--- src/rtl/mcr_pkg.sv ---
package mcr_pkg;

  typedef enum logic [1:0] {
    ST_IDLE  = 2'd0,
    ST_QUICK = 2'd1,
    ST_TRACK = 2'd2
  } mcr_state_e;

endpackage

--- src/rtl/mcr_edge_det.sv ---
module mcr_edge_det #(
  parameter int SYNC_STAGES = 1
) (
  input  logic clk,
  input  logic rst,
  input  logic rx_in,
  output logic rx_s_o,
  output logic rx_d_o,
  output logic edge_o
);

  logic [SYNC_STAGES-1:0] chain_q;
  logic                   last_q;

  generate
    if (SYNC_STAGES == 1) begin : g_single
      always_ff @(posedge clk) begin
        if (rst) chain_q <= '0;
        else     chain_q <= rx_in;
      end
    end else begin : g_multi
      always_ff @(posedge clk) begin
        if (rst) chain_q <= '0;
        else     chain_q <= {chain_q[SYNC_STAGES-2:0], rx_in};
      end
    end
  endgenerate

  always_ff @(posedge clk) begin
    if (rst) last_q <= 1'b0;
    else     last_q <= chain_q[SYNC_STAGES-1];
  end

  assign rx_s_o = chain_q[SYNC_STAGES-1];
  assign rx_d_o = last_q;
  assign edge_o = chain_q[SYNC_STAGES-1] ^ last_q;

endmodule

--- src/rtl/mcr_width_meas.sv ---
module mcr_width_meas #(
  parameter int OSR   = 16,
  parameter int LEN_W = 5,
  localparam int PH_W = $clog2(OSR)
) (
  input  logic            clk,
  input  logic            rst,
  input  logic            clr_i,
  input  logic            edge_i,
  input  logic            lvl_prev_i,
  output logic [PH_W-1:0] corr_o
);

  localparam logic [LEN_W-1:0] LEN_MAX = {LEN_W{1'b1}};
  localparam logic [LEN_W-1:0] OSR_L   = LEN_W'(OSR);
  localparam logic [LEN_W-1:0] ONE_L   = LEN_W'(1);

  logic [LEN_W-1:0] run_q;
  logic [LEN_W-1:0] hi_q;
  logic [LEN_W-1:0] lo_q;
  logic [LEN_W-1:0] hi_eff;
  logic [LEN_W-1:0] lo_eff;
  logic [LEN_W-1:0] mean;

  // run length since the last transition, saturating
  always_ff @(posedge clk) begin
    if (rst || clr_i) begin
      run_q <= '0;
    end else if (edge_i) begin
      run_q <= ONE_L;
    end else if (run_q != LEN_MAX) begin
      run_q <= run_q + ONE_L;
    end
  end

  // store the run that just ended under its level
  always_ff @(posedge clk) begin
    if (rst || clr_i) begin
      hi_q <= '0;
      lo_q <= '0;
    end else if (edge_i) begin
      if (lvl_prev_i) hi_q <= run_q;
      else            lo_q <= run_q;
    end
  end

  // the run ending on this very edge is taken directly
  always_comb begin
    hi_eff = (edge_i && lvl_prev_i)  ? run_q : hi_q;
    lo_eff = (edge_i && !lvl_prev_i) ? run_q : lo_q;
    mean   = LEN_W'(({1'b0, hi_eff} + {1'b0, lo_eff}) >> 1);
    corr_o = PH_W'(mean - OSR_L);
  end

  AST_LEN_HOLD: assert property (@(posedge clk) disable iff (rst)
    (!edge_i && !clr_i) |=> ($stable(hi_q) && $stable(lo_q)));

  AST_RUN_RESTART: assert property (@(posedge clk) disable iff (rst)
    (edge_i && !clr_i) |=> (run_q == ONE_L));

endmodule

--- src/rtl/mcr_phase_ctrl.sv ---
module mcr_phase_ctrl
  import mcr_pkg::*;
#(
  parameter int OSR   = 16,
  parameter int NSYNC = 4,
  localparam int PH_W = $clog2(OSR)
) (
  input  logic            clk,
  input  logic            rst,
  input  logic            line_active,
  input  logic            edge_i,
  input  logic            sync_each,
  input  logic            fine_en,
  input  logic [PH_W-1:0] corr_i,
  output logic            samp_en_o,
  output logic            idle_o,
  output logic            locked_o
);

  localparam int ECNT_W = $clog2(NSYNC + 1);
  localparam logic [PH_W-1:0]   CENTER_L = PH_W'(OSR / 2);
  localparam logic [PH_W-1:0]   BASE_L   = PH_W'(OSR / 2 + 1);
  localparam logic [PH_W-1:0]   SAMPLE_L = PH_W'(OSR / 2 + OSR / 4);
  localparam logic [PH_W-1:0]   WLO_L    = PH_W'(OSR / 4);
  localparam logic [PH_W-1:0]   WHI_L    = PH_W'(3 * OSR / 4);
  localparam logic [PH_W-1:0]   STEP1    = PH_W'(1);
  localparam logic [PH_W-1:0]   STEP2    = PH_W'(2);
  localparam logic [ECNT_W-1:0] ELAST    = ECNT_W'(NSYNC - 1);
  localparam logic [ECNT_W-1:0] EONE     = ECNT_W'(1);

  mcr_state_e       st_q;
  logic [PH_W-1:0]  ph_q;
  logic [ECNT_W-1:0] ecnt_q;
  logic [PH_W-1:0]  load_val;
  logic [PH_W-1:0]  track_step;
  logic             in_win;

  always_comb begin
    load_val = BASE_L - (fine_en ? corr_i : '0);
    in_win   = (ph_q >= WLO_L) && (ph_q <= WHI_L);
    if (ph_q < CENTER_L)      track_step = STEP2;
    else if (ph_q > CENTER_L) track_step = '0;
    else                      track_step = STEP1;
  end

  always_ff @(posedge clk) begin
    if (rst) begin
      st_q   <= ST_IDLE;
      ph_q   <= '0;
      ecnt_q <= '0;
    end else begin
      case (st_q)
        ST_IDLE: begin
          ph_q   <= '0;
          ecnt_q <= '0;
          if (line_active) st_q <= ST_QUICK;
        end
        ST_QUICK: begin
          if (!line_active) begin
            st_q <= ST_IDLE;
            ph_q <= '0;
          end else if (edge_i) begin
            ecnt_q <= ecnt_q + EONE;
            if (ecnt_q == ELAST) begin
              ph_q <= load_val;
              st_q <= ST_TRACK;
            end else if (sync_each) begin
              ph_q <= BASE_L;
            end else begin
              ph_q <= ph_q + STEP1;
            end
          end else begin
            ph_q <= ph_q + STEP1;
          end
        end
        ST_TRACK: begin
          if (!line_active) begin
            st_q <= ST_IDLE;
            ph_q <= '0;
          end else if (edge_i && in_win) begin
            ph_q <= ph_q + track_step;
          end else begin
            ph_q <= ph_q + STEP1;
          end
        end
        default: begin
          st_q <= ST_IDLE;
          ph_q <= '0;
        end
      endcase
    end
  end

  assign samp_en_o = (st_q != ST_IDLE) && (ph_q == SAMPLE_L);
  assign idle_o    = (st_q == ST_IDLE);
  assign locked_o  = (st_q == ST_TRACK);

  AST_PH_STEP: assert property (@(posedge clk) disable iff (rst)
    (st_q == ST_TRACK && $past(st_q) == ST_TRACK) |-> (PH_W'(ph_q - $past(ph_q)) <= STEP2));

  AST_TRACK_HOLD: assert property (@(posedge clk) disable iff (rst)
    (st_q == ST_TRACK && line_active) |=> (st_q == ST_TRACK));

  AST_LOCK_EDGE: assert property (@(posedge clk) disable iff (rst)
    (st_q == ST_TRACK && $past(st_q) == ST_QUICK) |-> ($past(edge_i) && $past(ecnt_q) == ELAST));

  AST_FALL_IDLE: assert property (@(posedge clk) disable iff (rst)
    (!line_active && st_q != ST_IDLE) |=> (st_q == ST_IDLE));

endmodule

--- src/rtl/mcr_data_slicer.sv ---
module mcr_data_slicer (
  input  logic clk,
  input  logic rst,
  input  logic samp_en_i,
  input  logic rx_s_i,
  input  logic polarity,
  output logic bit_strobe_o,
  output logic rx_data_o
);

  always_ff @(posedge clk) begin
    if (rst) begin
      bit_strobe_o <= 1'b0;
      rx_data_o    <= 1'b0;
    end else begin
      bit_strobe_o <= samp_en_i;
      if (samp_en_i) rx_data_o <= rx_s_i ^ polarity;
    end
  end

  AST_DATA_HOLD: assert property (@(posedge clk) disable iff (rst)
    !bit_strobe_o |-> $stable(rx_data_o));

endmodule

--- src/rtl/manch_clk_recover.sv ---
module manch_clk_recover #(
  parameter int OSR         = 16,
  parameter int NSYNC       = 4,
  parameter int LEN_W       = 5,
  parameter int SYNC_STAGES = 1
) (
  input  logic clk,
  input  logic rst,
  input  logic line_active,
  input  logic rx_in,
  input  logic polarity,
  input  logic sync_each,
  input  logic fine_en,
  output logic bit_strobe,
  output logic rx_data,
  output logic locked
);

  localparam int PH_W = $clog2(OSR);

  logic            rx_s;
  logic            rx_d;
  logic            line_edge;
  logic [PH_W-1:0] corr;
  logic            samp_en;
  logic            idle;

  mcr_edge_det #(
    .SYNC_STAGES (SYNC_STAGES)
  ) u_edge (
    .clk    (clk),
    .rst    (rst),
    .rx_in  (rx_in),
    .rx_s_o (rx_s),
    .rx_d_o (rx_d),
    .edge_o (line_edge)
  );

  mcr_width_meas #(
    .OSR   (OSR),
    .LEN_W (LEN_W)
  ) u_width (
    .clk        (clk),
    .rst        (rst),
    .clr_i      (idle),
    .edge_i     (line_edge),
    .lvl_prev_i (rx_d),
    .corr_o     (corr)
  );

  mcr_phase_ctrl #(
    .OSR   (OSR),
    .NSYNC (NSYNC)
  ) u_phase (
    .clk         (clk),
    .rst         (rst),
    .line_active (line_active),
    .edge_i      (line_edge),
    .sync_each   (sync_each),
    .fine_en     (fine_en),
    .corr_i      (corr),
    .samp_en_o   (samp_en),
    .idle_o      (idle),
    .locked_o    (locked)
  );

  mcr_data_slicer u_slice (
    .clk          (clk),
    .rst          (rst),
    .samp_en_i    (samp_en),
    .rx_s_i       (rx_s),
    .polarity     (polarity),
    .bit_strobe_o (bit_strobe),
    .rx_data_o    (rx_data)
  );

  AST_RESET_QUIET: assert property (@(posedge clk)
    $past(rst) |-> (!bit_strobe && !locked));

  AST_NO_IDLE_STROBE: assert property (@(posedge clk) disable iff (rst)
    bit_strobe |-> !$past(idle));

endmodule

--- config.mk ---
export PLATFORM = sky130hd
export DESIGN_NAME = manch_clk_recover
export DESIGN_NICKNAME = d
export VERILOG_FILES = /design/src/rtl/mcr_pkg.sv /design/src/rtl/mcr_edge_det.sv /design/src/rtl/mcr_width_meas.sv /design/src/rtl/mcr_phase_ctrl.sv /design/src/rtl/mcr_data_slicer.sv /design/src/rtl/manch_clk_recover.sv
export SDC_FILE = /design/constraint.sdc
export NUM_CORES = 1
export LEC_CHECK = 0
export BUFFER_PORTS_ARGS = -buffer_cell sky130_fd_sc_hd__buf_2
export CELL_PAD_IN_SITES_DETAIL_PLACEMENT = 0
export CELL_PAD_IN_SITES_GLOBAL_PLACEMENT = 1
export CORE_ASPECT_RATIO = 1.5
export CORE_MARGIN = 1
export CORE_UTILIZATION = 49
export DETAILED_ROUTE_END_ITERATION = 10
export PLACE_DENSITY = 0.88
export SLEW_MARGIN = 10
export SYNTH_ARGS = -nofsm -noshare
export SYNTH_HDL_FRONTEND = slang
export SYNTH_SLANG_ARGS = --single-unit
export TNS_END_PERCENT = 50
--- constraint.sdc ---
create_clock -name clk -period 7.4 [get_ports clk]
set_clock_uncertainty 0.05 [all_clocks]
set_input_delay 0 -clock clk [delete_from_list [all_inputs] [get_ports clk]]
set_output_delay 0 -clock clk [all_outputs]
set_load 0.02 [all_outputs]
==> run_summary.xml, run 1 <==
<?xml version="1.0" encoding="UTF-8"?>
<metrics>
  <group name="outcome">
    <metric name="status" unit="">finished clean</metric>
  </group>
  <group name="synth">
    <metric name="synth_enable_flop_cells" unit="">0</metric>
    <metric name="post_synthesis_average_cell_area" unit="sq um">8.863</metric>
    <metric name="flop_and_latch_count_out_of_synthesis" unit="">28</metric>
    <metric name="yosysUniqueCellTypes" unit="">39</metric>
    <metric name="share_of_synthesized_flip_flops_with_an_asynchronous_set_or_reset" unit="">0</metric>
    <metric name="postSynth.topFlopCell" unit="">dfxtp_1</metric>
    <metric name="mappedNetlistNets" unit="">218</metric>
    <metric name="syn-cell-area" unit="sq um">1702</metric>
    <metric name="yosysSeqAreaShare" unit="">0.3294</metric>
    <metric name="number_of_warnings_printed_during_yosys_synthesis" unit="">0</metric>
    <metric name="synthesis.instances" unit="">192</metric>
  </group>
  <group name="floorplanning">
    <metric name="floorplan.initialDensity" unit="">0.5282</metric>
    <metric name="fp.dieW" unit="microns">50.12</metric>
    <metric name="io_pins" unit="">10</metric>
    <metric name="num_rows" unit="">25</metric>
    <metric name="die_area" unit="sq um">3717</metric>
    <metric name="placeableCoreArea" unit="sq um">3222</metric>
    <metric name="dieHeight" unit="microns">74.18</metric>
  </group>
  <group name="placed_design">
    <metric name="place.gp.congestion" unit="">0.8724</metric>
    <metric name="dpl.hpwl" unit="mm">2.645</metric>
    <metric name="placed_cell_area" unit="sq um">1764</metric>
    <metric name="buffer_ports.inserted" unit="">9</metric>
  </group>
  <group name="pwr">
    <metric name="clkPwrFrac" unit="">0.290</metric>
    <metric name="power.share.combinational" unit="">0.143</metric>
    <metric name="peak_vdd_ir" unit="uV">126.5</metric>
    <metric name="power.sequential.fraction" unit="">0.567</metric>
    <metric name="power_density" unit="nW/um^2">150.5</metric>
    <metric name="internal_power" unit="mW">0.2052</metric>
    <metric name="cellLeakagePower" unit="nW">0.7748</metric>
    <metric name="p_sw_frac" unit="">0.2573</metric>
    <metric name="totalPowerFinal" unit="mW">0.2762</metric>
    <metric name="p_switching" unit="mW">0.07107</metric>
  </group>
  <group name="clock_network">
    <metric name="clk_root_buffer_cell" unit="">clkbuf_8</metric>
    <metric name="clock_pin_slew_worst_setup_and_hold_paths" unit="ns">0.09</metric>
    <metric name="cts_htree_levels" unit="">1</metric>
    <metric name="clockBufferDepth" unit="">2</metric>
    <metric name="cts_inserted_buffers" unit="">3</metric>
    <metric name="clkLatencyLatePin" unit="ns">0.27</metric>
    <metric name="cts.sinks" unit="">28</metric>
    <metric name="cts_tree" unit="">yes</metric>
  </group>
  <group name="worst_setup_path">
    <metric name="worst-setup-path-type" unit="">reg -&gt; reg</metric>
    <metric name="worstSetupStartpointType" unit="">flop</metric>
    <metric name="arrival" unit="ns">3.07</metric>
    <metric name="critPathCaptureType" unit="">flop</metric>
    <metric name="crit_required" unit="ns">7.53</metric>
    <metric name="peak_fanout_along_the_critical_path" unit="">11</metric>
  </group>
  <group name="timing">
    <metric name="max-slew-margin-rel" unit="">0.7090</metric>
    <metric name="timing_worst_slew_pin_value" unit="ns">0.4319</metric>
    <metric name="rsz0062_at_grt" unit="">no</metric>
    <metric name="fmax" unit="MHz">339.5</metric>
    <metric name="timing.setup.tns" unit="ns">0</metric>
    <metric name="timing.hold.ws" unit="ns">0.05099</metric>
    <metric name="finalHoldViolations" unit="">0</metric>
    <metric name="drv_slew" unit="">0</metric>
    <metric name="period_share" unit="">0.3980</metric>
    <metric name="setup_viol_count_final" unit="">0</metric>
    <metric name="finalCriticalPeriod" unit="ns">2.946</metric>
  </group>
  <group name="final_layout">
    <metric name="fill_cells" unit="">298</metric>
    <metric name="final_net_count" unit="">230</metric>
    <metric name="antennaDiodeCount" unit="">0</metric>
    <metric name="stdcell_area" unit="sq um">1836</metric>
    <metric name="synthToLayoutAreaGrowth" unit="%">7.868</metric>
    <metric name="fraction_of_layout_cells_with_a_size_suffix_above_1" unit="">0.1089</metric>
  </group>
  <group name="route">
    <metric name="drt_pre_antenna_iters" unit="">4</metric>
    <metric name="route.detailed.vias_per_inst" unit="">5.512</metric>
    <metric name="routed_wirelength" unit="mm">3.371</metric>
    <metric name="drt_first_iter_violations" unit="">43</metric>
    <metric name="drt-wirelength-per-cell" unit="microns">13.93</metric>
    <metric name="detailroute.via_count" unit="">1334</metric>
    <metric name="drt.antenna.violating_nets" unit="">0</metric>
    <metric name="drc" unit="">0</metric>
  </group>
  <group name="job">
    <metric name="drv.max_cap_violation_count" unit="">0</metric>
  </group>
  <group name="global_routing">
    <metric name="grtUsageTotal" unit="">0.2040</metric>
    <metric name="grt_antenna_before_repair" unit="">0</metric>
    <metric name="grt_max_degree" unit="">15</metric>
    <metric name="first_global_vias" unit="">1349</metric>
    <metric name="first_pass_grt_wire_length" unit="mm">5.858</metric>
    <metric name="grt_total_ovfl" unit="">0</metric>
  </group>
  <group name="min_path">
    <metric name="holdCritPathClass" unit="">in -&gt; reg</metric>
  </group>
</metrics>
## cell usage after synthesis (4+ instances only)
cell,count,area (sq um)
ha_1,17,212.7
mux2_2,6,67.56
o21ai_0,4,20.02
xnor2_1,6,52.55
xor2_1,5,43.79
nand2_1,10,37.54
mux2i_1,8,80.08
inv_1,10,37.54
a21oi_1,14,70.07
a31oi_1,5,31.28
dfxtp_1,28,560.5
nor2b_1,6,37.54
nand3_1,11,55.05
nor2_1,26,97.59
and2_1,6,37.54
## area by class of cell
| class | instances | area, sq um | share of cell area |
|---|---|---|---|
| sequential | 28 | 560.5 | 0.3054 |
| clock buffer | 3 | 41.29 | 0.02249 |
| multi-input combinational | 149 | 1071 | 0.5835 |
| tap | 40 | 50.05 | 0.02727 |
| timing repair buffer | 12 | 75.07 | 0.04090 |
| inverter | 10 | 37.54 | 0.02045 |
## worst max-delay path, stage by stage (launching register included)
cell and delay (ns):
dfxtp_1 0.37, ha_1 0.44, mux2_2 0.43, ha_1 0.30, a21o_1 0.16, a21oi_1 0.18
xnor2_1 0.13, nand2_1 0.07, ha_1 0.29, a22oi_1 0.17, nor2_1 0.06, a31oi_1 0.14
nor2_1 0.05
## power by group through the flow
| stage | sequential (mW) | combinational, mW | clock (mW) |
|---|---|---|---|
| final | 0.157 | 0.0395 | 0.0801 |
| after global placement | 0.160 | 0.0371 | 0 |
| after global routing | 0.157 | 0.0435 | 0.0874 |
| after CTS | 0.157 | 0.0396 | 0.0825 |
| after floorplan | 0.159 | 0.0281 | 0 |
| after detailed placement | 0.160 | 0.0380 | 0 |
## flip-flops by register name, indices dropped and copies added (netlist names)
| name | cells |
|---|---|
| u_phase.st_q | 2 |
| u_edge.rx_d_o | 1 |
| u_edge.rx_s_o | 1 |
| u_slice.rx_data_o | 1 |
| u_width.run_q | 5 |
| u_phase.ecnt_q | 3 |
| u_phase.ph_q | 4 |
| u_width.lo_q | 5 |
| u_slice.bit_strobe_o | 1 |
| u_width.hi_q | 5 |
## cell families (layout without fill, tap and decap cells)
logic type               Yosys count  count (layout)  synth area share
buffers and inverters             15              25           0.04118
adder cells (fa/ha/maj)           19              19            0.1485
AO/OA/AOI/OAI                     33              33            0.1177
XOR/XNOR                          11              11           0.05662
flip-flops                        28              28            0.3294
multiplexers                      15              15           0.09338
AND/OR/NAND/NOR                   71              71            0.2132
## cells in the final DEF, fill, tap and decap left out, types with 2 or more instances in the layout
master,instances
dfxtp_1,28
nor2_1,26
ha_1,17
a21oi_1,14
nand3_1,11
inv_1,10
nand2_1,10
buf_2,9
mux2i_1,8
mux2_2,6
xnor2_1,6
nor2b_1,6
and2_1,6
xor2_1,5
a31oi_1,5
o21ai_0,4
clkbuf_8,3
dlygate4sd3_1,3
o22a_1,2
a21o_1,2
and3_1,2
nand4b_1,2
fa_1,2
## metrics by stage
stage,util,setup WS [ns],cells
final,0.5697,4.455,242
after global routing,0.5697,4.314,242
after floorplan,-,4.752,192
after global placement,0.5476,4.570,236
after CTS,0.5697,4.445,242
after detailed placement,0.5476,4.461,236
## what timing repair did
action / 4_1_cts / 5_1_grt
hold buffers: 3 / 0
gates resized for setup: 0 / 0
hold endpoints to repair: 3 / 0
setup buffers: 0 / 0
## path summary, 6_finish.rpt
kind	startpoint	endpoint	slack [ns]	cells after the start
worst min-delay path	line_active	u_phase.ph_q[1]	0.05	3
worst max-delay path	u_edge.rx_s_o	u_phase.ph_q[2]	4.45	12
worst min register to register	u_phase.ecnt_q[1]	u_phase.ecnt_q[1]	0.43	2
worst max register to register	u_edge.rx_s_o	u_phase.ph_q[2]	4.45	12
## per-layer routing
layer  up-vias  track usage  share of wire
li1        684            -              -
met1       628       0.2158           0.43
met2        17       0.4015           0.54
met3         5      0.02454          0.019
met4         0      0.07619          0.013
met5         -            0              0
(Power assumes the default switching activity.)
==> run 2: changes to the inputs <==
CORE_UTILIZATION = 41   (was 49)
PLACE_DENSITY = 0.79   (was 0.88)
clock period = 2.7 ns   (was 7.4 ns; I/O delays follow)
==> run_summary.xml, run 2 (synthesis gave the netlist of run 1 again) <==
<?xml version="1.0" encoding="UTF-8"?>
<metrics>
  <group name="outcome">
    <metric name="status" unit="">finished clean</metric>
  </group>
  <group name="route">
    <metric name="drt-wirelength-per-cell" unit="microns">14.33</metric>
    <metric name="detailroute.via_count" unit="">1415</metric>
    <metric name="routed_wirelength" unit="mm">3.653</metric>
    <metric name="drt_pre_antenna_iters" unit="">4</metric>
    <metric name="drt_first_iter_violations" unit="">18</metric>
    <metric name="drt.antenna.violating_nets" unit="">0</metric>
    <metric name="drc" unit="">0</metric>
    <metric name="route.detailed.vias_per_inst" unit="">5.549</metric>
  </group>
  <group name="final_layout">
    <metric name="commonest_cells_after_routing_fill_and_taps_aside" unit="">nor2_1 (26), dfxtp_1 (26), a21oi_1 (13), ha_1 (13), nand3_1 (11)</metric>
    <metric name="synthToLayoutAreaGrowth" unit="%">16.47</metric>
    <metric name="antennaDiodeCount" unit="">0</metric>
    <metric name="stdcell_area" unit="sq um">1982</metric>
    <metric name="leading_registers_by_flop_count" unit="">u_width.hi_q x5, u_width.lo_q x5, u_width.run_q x5</metric>
    <metric name="fill_cells" unit="">374</metric>
    <metric name="final_net_count" unit="">237</metric>
    <metric name="fraction_of_layout_cells_with_a_size_suffix_above_1" unit="">0.1905</metric>
    <metric name="finish.cell_count_without_fillers" unit="">255</metric>
  </group>
  <group name="placed_design">
    <metric name="place.gp.congestion" unit="">0.8202</metric>
    <metric name="dp_slack" unit="ns">0.02419</metric>
    <metric name="dpl.hpwl" unit="mm">2.777</metric>
    <metric name="placed_cell_area" unit="sq um">1808</metric>
    <metric name="buffer_ports.inserted" unit="">9</metric>
    <metric name="placed_cells" unit="">246</metric>
  </group>
  <group name="global_routing">
    <metric name="grtUsageMet3" unit="">0.01685</metric>
    <metric name="first_global_vias" unit="">1410</metric>
    <metric name="grt_max_degree" unit="">16</metric>
    <metric name="grt_antenna_before_repair" unit="">0</metric>
    <metric name="grt_util_met1" unit="">0.1966</metric>
    <metric name="grt_total_ovfl" unit="">0</metric>
    <metric name="first_pass_grt_wire_length" unit="mm">6.051</metric>
    <metric name="grtUsageTotal" unit="">0.1851</metric>
    <metric name="grtUsageMet2" unit="">0.3518</metric>
    <metric name="grt.busiest_layer" unit="">met2</metric>
  </group>
  <group name="worst_setup_path">
    <metric name="crit_required" unit="ns">2.83</metric>
    <metric name="crit_chain" unit="">inv_1 &gt; ha_4 &gt; buf_4 &gt; mux2_2 &gt; ha_4 &gt; buf_4 &gt; xor2_2 &gt; nand2_1 &gt; ha_1 &gt; a22oi_1 &gt; nor2_1 &gt; a31oi_1 &gt; nor2_1</metric>
    <metric name="timing.critical_path.max_delay_family" unit="">adder cells</metric>
    <metric name="arrival" unit="ns">2.70</metric>
    <metric name="critical_path_buf_inv_count" unit="">3</metric>
    <metric name="worst-setup-path-type" unit="">reg -&gt; reg</metric>
    <metric name="critPathCaptureType" unit="">flop</metric>
    <metric name="max_stage_delay" unit="ns">0.37</metric>
    <metric name="crit_start" unit="">u_edge.rx_d_o</metric>
    <metric name="worstSetupStartpointType" unit="">flop</metric>
    <metric name="timing.critical_path.slowest_stage_cell" unit="">mux2_2</metric>
    <metric name="worst_r2r_startpoint" unit="">u_edge.rx_d_o</metric>
    <metric name="peak_fanout_along_the_critical_path" unit="">5</metric>
  </group>
  <group name="clock_network">
    <metric name="clock_pin_slew_worst_setup_and_hold_paths" unit="ns">0.09</metric>
    <metric name="cts_inserted_buffers" unit="">3</metric>
    <metric name="cts.sinks" unit="">28</metric>
    <metric name="clk_root_buffer_cell" unit="">clkbuf_8</metric>
    <metric name="clkLatencyLatePin" unit="ns">0.27</metric>
    <metric name="cts_tree" unit="">yes</metric>
    <metric name="cts_htree_levels" unit="">1</metric>
    <metric name="clockBufferDepth" unit="">2</metric>
  </group>
  <group name="floorplanning">
    <metric name="dieHeight" unit="microns">80.90</metric>
    <metric name="fp.dieW" unit="microns">54.60</metric>
    <metric name="die_area" unit="sq um">4417</metric>
    <metric name="io_pins" unit="">10</metric>
    <metric name="placeableCoreArea" unit="sq um">3959</metric>
    <metric name="num_rows" unit="">28</metric>
    <metric name="floorplan.initialDensity" unit="">0.4298</metric>
  </group>
  <group name="pwr">
    <metric name="cellLeakagePower" unit="nW">0.8139</metric>
    <metric name="peak_vdd_ir" unit="uV">298.0</metric>
    <metric name="totalPowerFinal" unit="mW">0.8078</metric>
    <metric name="power_density" unit="nW/um^2">407.6</metric>
  </group>
  <group name="timing">
    <metric name="drv_slew" unit="">0</metric>
    <metric name="finalHoldViolations" unit="">0</metric>
    <metric name="timing.setup.tns" unit="ns">0</metric>
    <metric name="setup_viol_count_final" unit="">0</metric>
    <metric name="period_share" unit="">0.9531</metric>
    <metric name="fmax" unit="MHz">388.6</metric>
    <metric name="timing_worst_slew_pin_value" unit="ns">0.4073</metric>
    <metric name="final_critical_path_setup_slack" unit="ns">0.1267</metric>
    <metric name="rsz0062_at_grt" unit="">no</metric>
    <metric name="max-slew-margin-rel" unit="">0.7242</metric>
    <metric name="finalCriticalPeriod" unit="ns">2.573</metric>
  </group>
  <group name="job">
    <metric name="drv.max_cap_violation_count" unit="">0</metric>
  </group>
  <group name="min_path">
    <metric name="holdCritPathClass" unit="">in -&gt; reg</metric>
    <metric name="hp-start" unit="">polarity</metric>
  </group>
</metrics>
[run 2: cell types whose count changed in the layout (fill, tap and decap cells not counted), moves of 2 or more]
cell     delta
dfxtp_1     -2
dfxtp_2     +2
mux2_2      -2
buf_4       +7
ha_1        -4
ha_4        +4
mux2_4      +2
[run 2: layout make-up]
| cell class | count | area (sq um) | share of cell area |
|---|---|---|---|
| clock buffers | 4 | 55.05 | 0.02778 |
| multi-input cells | 149 | 1142 | 0.5764 |
| flip-flops and latches | 28 | 563.0 | 0.2841 |
| repair buffers | 19 | 127.6 | 0.06439 |
| inverters | 10 | 37.54 | 0.01894 |
| well taps | 45 | 56.30 | 0.02841 |
[run 2: power by group]
| part | internal (mW) | switching [mW] |
|---|---|---|
| Combinational | 0.0492 | 0.0712 |
| Sequential | 0.421 | 0.00949 |
| Clock | 0.131 | 0.126 |
[run 2: what timing repair did]
| action | 4_1_cts | 5_1_grt |
|---|---|---|
| pin swaps | 0 | 3 |
| hold buffers | 3 | 0 |
| gates resized for setup | 1 | 13 |
| setup buffers | 0 | 2 |
| hold endpoints to repair | 3 | 0 |
| endpoints found under the setup margin | 1 | 1 |
[run 2: tightest hold or removal path: stages]
cell and delay, ns:
buf_2 0.08, xnor2_1 0.05, nor2_1 0.09, a21oi_1 0.05, nor2_1 0.07
[run 2: path summary, 6_finish.rpt]
path | slack (ns) | to | depth (start not counted)
min | 0.05 | u_slice.rx_data_o | 5
max reg2reg | 0.13 | u_phase.ph_q[2] | 13
max | 0.13 | u_phase.ph_q[2] | 13
min reg2reg | 0.44 | u_phase.ecnt_q[1] | 2
[run 2: through the flow]
stage          hold WS, ns    util
3_3_place_gp        0.1772  0.4567
2_1_floorplan      0.07818       -
5_1_grt            0.06080  0.5006
6_report           0.04918  0.5006
4_1_cts            0.04586  0.4785
3_5_place_dp        0.1671  0.4567
[run 2: layer usage]
| layer | vias to the layer above | wire, microns |
|---|---|---|
| li1 | 699 | - |
| met1 | 695 | 1472 |
| met2 | 14 | 2048 |
| met3 | 7 | 49 |
| met4 | 0 | 83 |
| met5 | - | 0 |
==> run 3: changes to the inputs <==
CORE_UTILIZATION = 46   (was 41)
PLACE_DENSITY = 0.83   (was 0.79)
clock period = 2.43 ns   (was 2.7 ns; I/O delays follow)
==> run_summary.xml, run 3 (synthesis gave the netlist of run 1 again) <==
<?xml version="1.0" encoding="UTF-8"?>
<metrics>
  <group name="global_routing">
    <metric name="grtUsageTotal" unit="">0.2076</metric>
    <metric name="grt_max_degree" unit="">16</metric>
    <metric name="first_pass_grt_wire_length" unit="mm">6.161</metric>
    <metric name="first_global_vias" unit="">1482</metric>
    <metric name="grt_antenna_before_repair" unit="">0</metric>
    <metric name="grt_total_ovfl" unit="">0</metric>
  </group>
  <group name="clock_network">
    <metric name="cts_inserted_buffers" unit="">3</metric>
    <metric name="clockBufferDepth" unit="">2</metric>
    <metric name="clock_pin_slew_worst_setup_and_hold_paths" unit="ns">0.10</metric>
    <metric name="clkLatencyLatePin" unit="ns">0.28</metric>
    <metric name="cts.sinks" unit="">28</metric>
    <metric name="clk_root_buffer_cell" unit="">clkbuf_8</metric>
    <metric name="cts_tree" unit="">yes</metric>
    <metric name="cts_htree_levels" unit="">1</metric>
  </group>
  <group name="pwr">
    <metric name="power.sequential.fraction" unit="">0.521</metric>
    <metric name="cellLeakagePower" unit="nW">0.8549</metric>
    <metric name="power_density" unit="nW/um^2">450.9</metric>
    <metric name="clkPwrFrac" unit="">0.324</metric>
    <metric name="internal_power" unit="mW">0.6735</metric>
    <metric name="power.share.combinational" unit="">0.155</metric>
    <metric name="peak_vdd_ir" unit="uV">365.2</metric>
    <metric name="p_switching" unit="mW">0.2387</metric>
    <metric name="p_sw_frac" unit="">0.2617</metric>
  </group>
  <group name="floorplanning">
    <metric name="fp.dieW" unit="microns">51.66</metric>
    <metric name="floorplan.initialDensity" unit="">0.4889</metric>
    <metric name="die_area" unit="sq um">3951</metric>
    <metric name="dieHeight" unit="microns">76.49</metric>
    <metric name="num_rows" unit="">26</metric>
    <metric name="io_pins" unit="">10</metric>
    <metric name="placeableCoreArea" unit="sq um">3481</metric>
  </group>
  <group name="placed_design">
    <metric name="dpl.hpwl" unit="mm">2.789</metric>
    <metric name="buffer_ports.inserted" unit="">9</metric>
    <metric name="place.gp.congestion" unit="">0.8108</metric>
    <metric name="dp_slack" unit="ns">-0.1573</metric>
    <metric name="placed_cells" unit="">247</metric>
  </group>
  <group name="timing">
    <metric name="finalCriticalPeriod" unit="ns">2.474</metric>
    <metric name="finalHoldViolations" unit="">0</metric>
    <metric name="final_critical_path_setup_slack" unit="ns">-0.04445</metric>
    <metric name="max-slew-margin-rel" unit="">0.6558</metric>
    <metric name="setup_viol_count_final" unit="">1</metric>
    <metric name="fmax" unit="MHz">404.1</metric>
    <metric name="timing.setup.tns" unit="ns">-0.04445</metric>
    <metric name="drv_slew" unit="">0</metric>
    <metric name="timing_worst_slew_pin_value" unit="ns">0.5082</metric>
    <metric name="rsz0062_at_grt" unit="">yes</metric>
    <metric name="period_share" unit="">1.018</metric>
  </group>
  <group name="worst_setup_path">
    <metric name="peak_fanout_along_the_critical_path" unit="">6</metric>
    <metric name="worst_r2r_startpoint" unit="">u_edge.rx_d_o</metric>
    <metric name="reg2regPathDepth" unit="">12</metric>
    <metric name="worst-setup-path-type" unit="">reg -&gt; reg</metric>
    <metric name="cp-endpoint" unit="">u_phase.ph_q[2]</metric>
    <metric name="crit_start" unit="">u_edge.rx_d_o</metric>
    <metric name="timing.critical_path.slowest_stage_cell" unit="">dfxtp_4</metric>
    <metric name="timing.critical_path.max_delay_family" unit="">adder cells</metric>
    <metric name="setup.reg_to_reg.worst_slack" unit="ns">-0.04</metric>
    <metric name="worstSetupStartpointType" unit="">flop</metric>
    <metric name="worst-path-stages" unit="">12</metric>
    <metric name="critical_path.reg2reg.endpoint" unit="">u_phase.ph_q[2]</metric>
    <metric name="crit_required" unit="ns">2.57</metric>
    <metric name="critPathCaptureType" unit="">flop</metric>
    <metric name="max_stage_delay" unit="ns">0.37</metric>
    <metric name="critical_path_buf_inv_count" unit="">1</metric>
    <metric name="crit_chain" unit="">inv_2 &gt; ha_4 &gt; mux2_2 &gt; ha_1 &gt; a21oi_2 &gt; xnor2_2 &gt; nand2_1 &gt; ha_4 &gt; a22oi_2 &gt; nor2_1 &gt; a31oi_1 &gt; nor2_1</metric>
    <metric name="arrival" unit="ns">2.61</metric>
  </group>
  <group name="route">
    <metric name="routed_wirelength" unit="mm">3.657</metric>
    <metric name="drt_first_iter_violations" unit="">12</metric>
    <metric name="drt-wirelength-per-cell" unit="microns">14.23</metric>
    <metric name="detailroute.via_count" unit="">1410</metric>
    <metric name="drt_pre_antenna_iters" unit="">5</metric>
    <metric name="route.detailed.vias_per_inst" unit="">5.486</metric>
    <metric name="drc" unit="">0</metric>
    <metric name="drt.antenna.violating_nets" unit="">0</metric>
  </group>
  <group name="final_layout">
    <metric name="area.sequential" unit="sq um">568.0</metric>
    <metric name="antennaDiodeCount" unit="">0</metric>
    <metric name="finish.cell_count_without_fillers" unit="">257</metric>
    <metric name="fraction_of_layout_cells_with_a_size_suffix_above_1" unit="">0.2140</metric>
    <metric name="final_net_count" unit="">242</metric>
    <metric name="fill_cells" unit="">321</metric>
    <metric name="multiInputGateArea" unit="sq um">1145</metric>
    <metric name="commonest_cells_after_routing_fill_and_taps_aside" unit="">nor2_1 (26), dfxtp_1 (26), a21oi_1 (13), ha_1 (13), buf_4 (12)</metric>
    <metric name="leading_registers_by_flop_count" unit="">u_width.hi_q x5, u_width.lo_q x5, u_width.run_q x5</metric>
    <metric name="synthToLayoutAreaGrowth" unit="%">18.90</metric>
  </group>
  <group name="job">
    <metric name="drv.max_cap_violation_count" unit="">0</metric>
  </group>
  <group name="outcome">
    <metric name="violations" unit="">setup timing</metric>
    <metric name="status" unit="">finished with violations</metric>
  </group>
  <group name="min_path">
    <metric name="holdCritPathClass" unit="">in -&gt; reg</metric>
  </group>
</metrics>
run 3: cell count changes in the layout (fill, tap and decap cells not counted), sizes merged:
cell  change
buf       +5
run 3: how the worst min path moves through the flow:
stage                     cells after the start              end  slack [ns]        start
after detailed placement                      2    u_edge.rx_s_o        0.16        rx_in
after global routing                          3  u_phase.ph_q[1]        0.05  line_active
after floorplan                               1    u_edge.rx_s_o        0.08        rx_in
after global placement                        2    u_edge.rx_s_o        0.16        rx_in
final                                         3  u_phase.ph_q[1]        0.03  line_active
after CTS                                     3  u_phase.ph_q[1]        0.02  line_active
run 3: per-layer routing:
metal	up-vias	part of all wire	track usage	routed length, microns
met5	-	0	0	0
met4	0	0.046	0.1405	170
met3	14	0.016	0.02794	59
met2	20	0.54	0.3844	1984
met1	668	0.39	0.1983	1442
li1	708	-	-	-
run 3: repair_timing:
| item | CTS | global route |
|---|---|---|
| setup endpoints to repair | 1 | 2 |
| endpoints found under the hold margin | 3 | 0 |
| setup buffers | 3 | 0 |
| resized for setup | 4 | 4 |
| hold buffers | 3 | 0 |
| pin swaps | 7 | 4 |
| gates cloned | 0 | 0 |
run 3: final cells by class:
cell class	instances	share of cell area
multi-input cells	149	0.5659
flip-flops and latches	28	0.2808
repair buffers	24	0.08163
clock buffers	4	0.02721
well taps	42	0.02597
inverters	10	0.01855
run 3: power by group through the flow:
| stage | clock (mW) | combinational, mW | sequential [mW] |
|---|---|---|---|
| after floorplan | 0 | 0.0887 | 0.486 |
| final | 0.296 | 0.141 | 0.475 |
| after detailed placement | 0 | 0.130 | 0.486 |
| after CTS | 0.304 | 0.142 | 0.476 |
| after global placement | 0 | 0.128 | 0.485 |
| after global routing | 0.324 | 0.156 | 0.476 |
run 3: tightest hold or removal path, cell delays in order:
cell     delay (ns)
buf_2          0.17
nand3_1        0.10
a21oi_1        0.06
run 3: through the flow:
step | cell area (sq um) | power [mW] | hold slack [ns] | utilization
finish | 2023 | 0.9122 | 0.03349 | 0.5812
global route | 2023 | 0.9569 | 0.05290 | 0.5812
CTS | 1996 | 0.9219 | 0.01582 | 0.5733
detailed placement | 1866 | 0.6163 | 0.1615 | 0.5359
global placement | 1866 | 0.6129 | 0.1619 | 0.5359
floorplan | 1743 | 0.5743 | 0.07804 | -
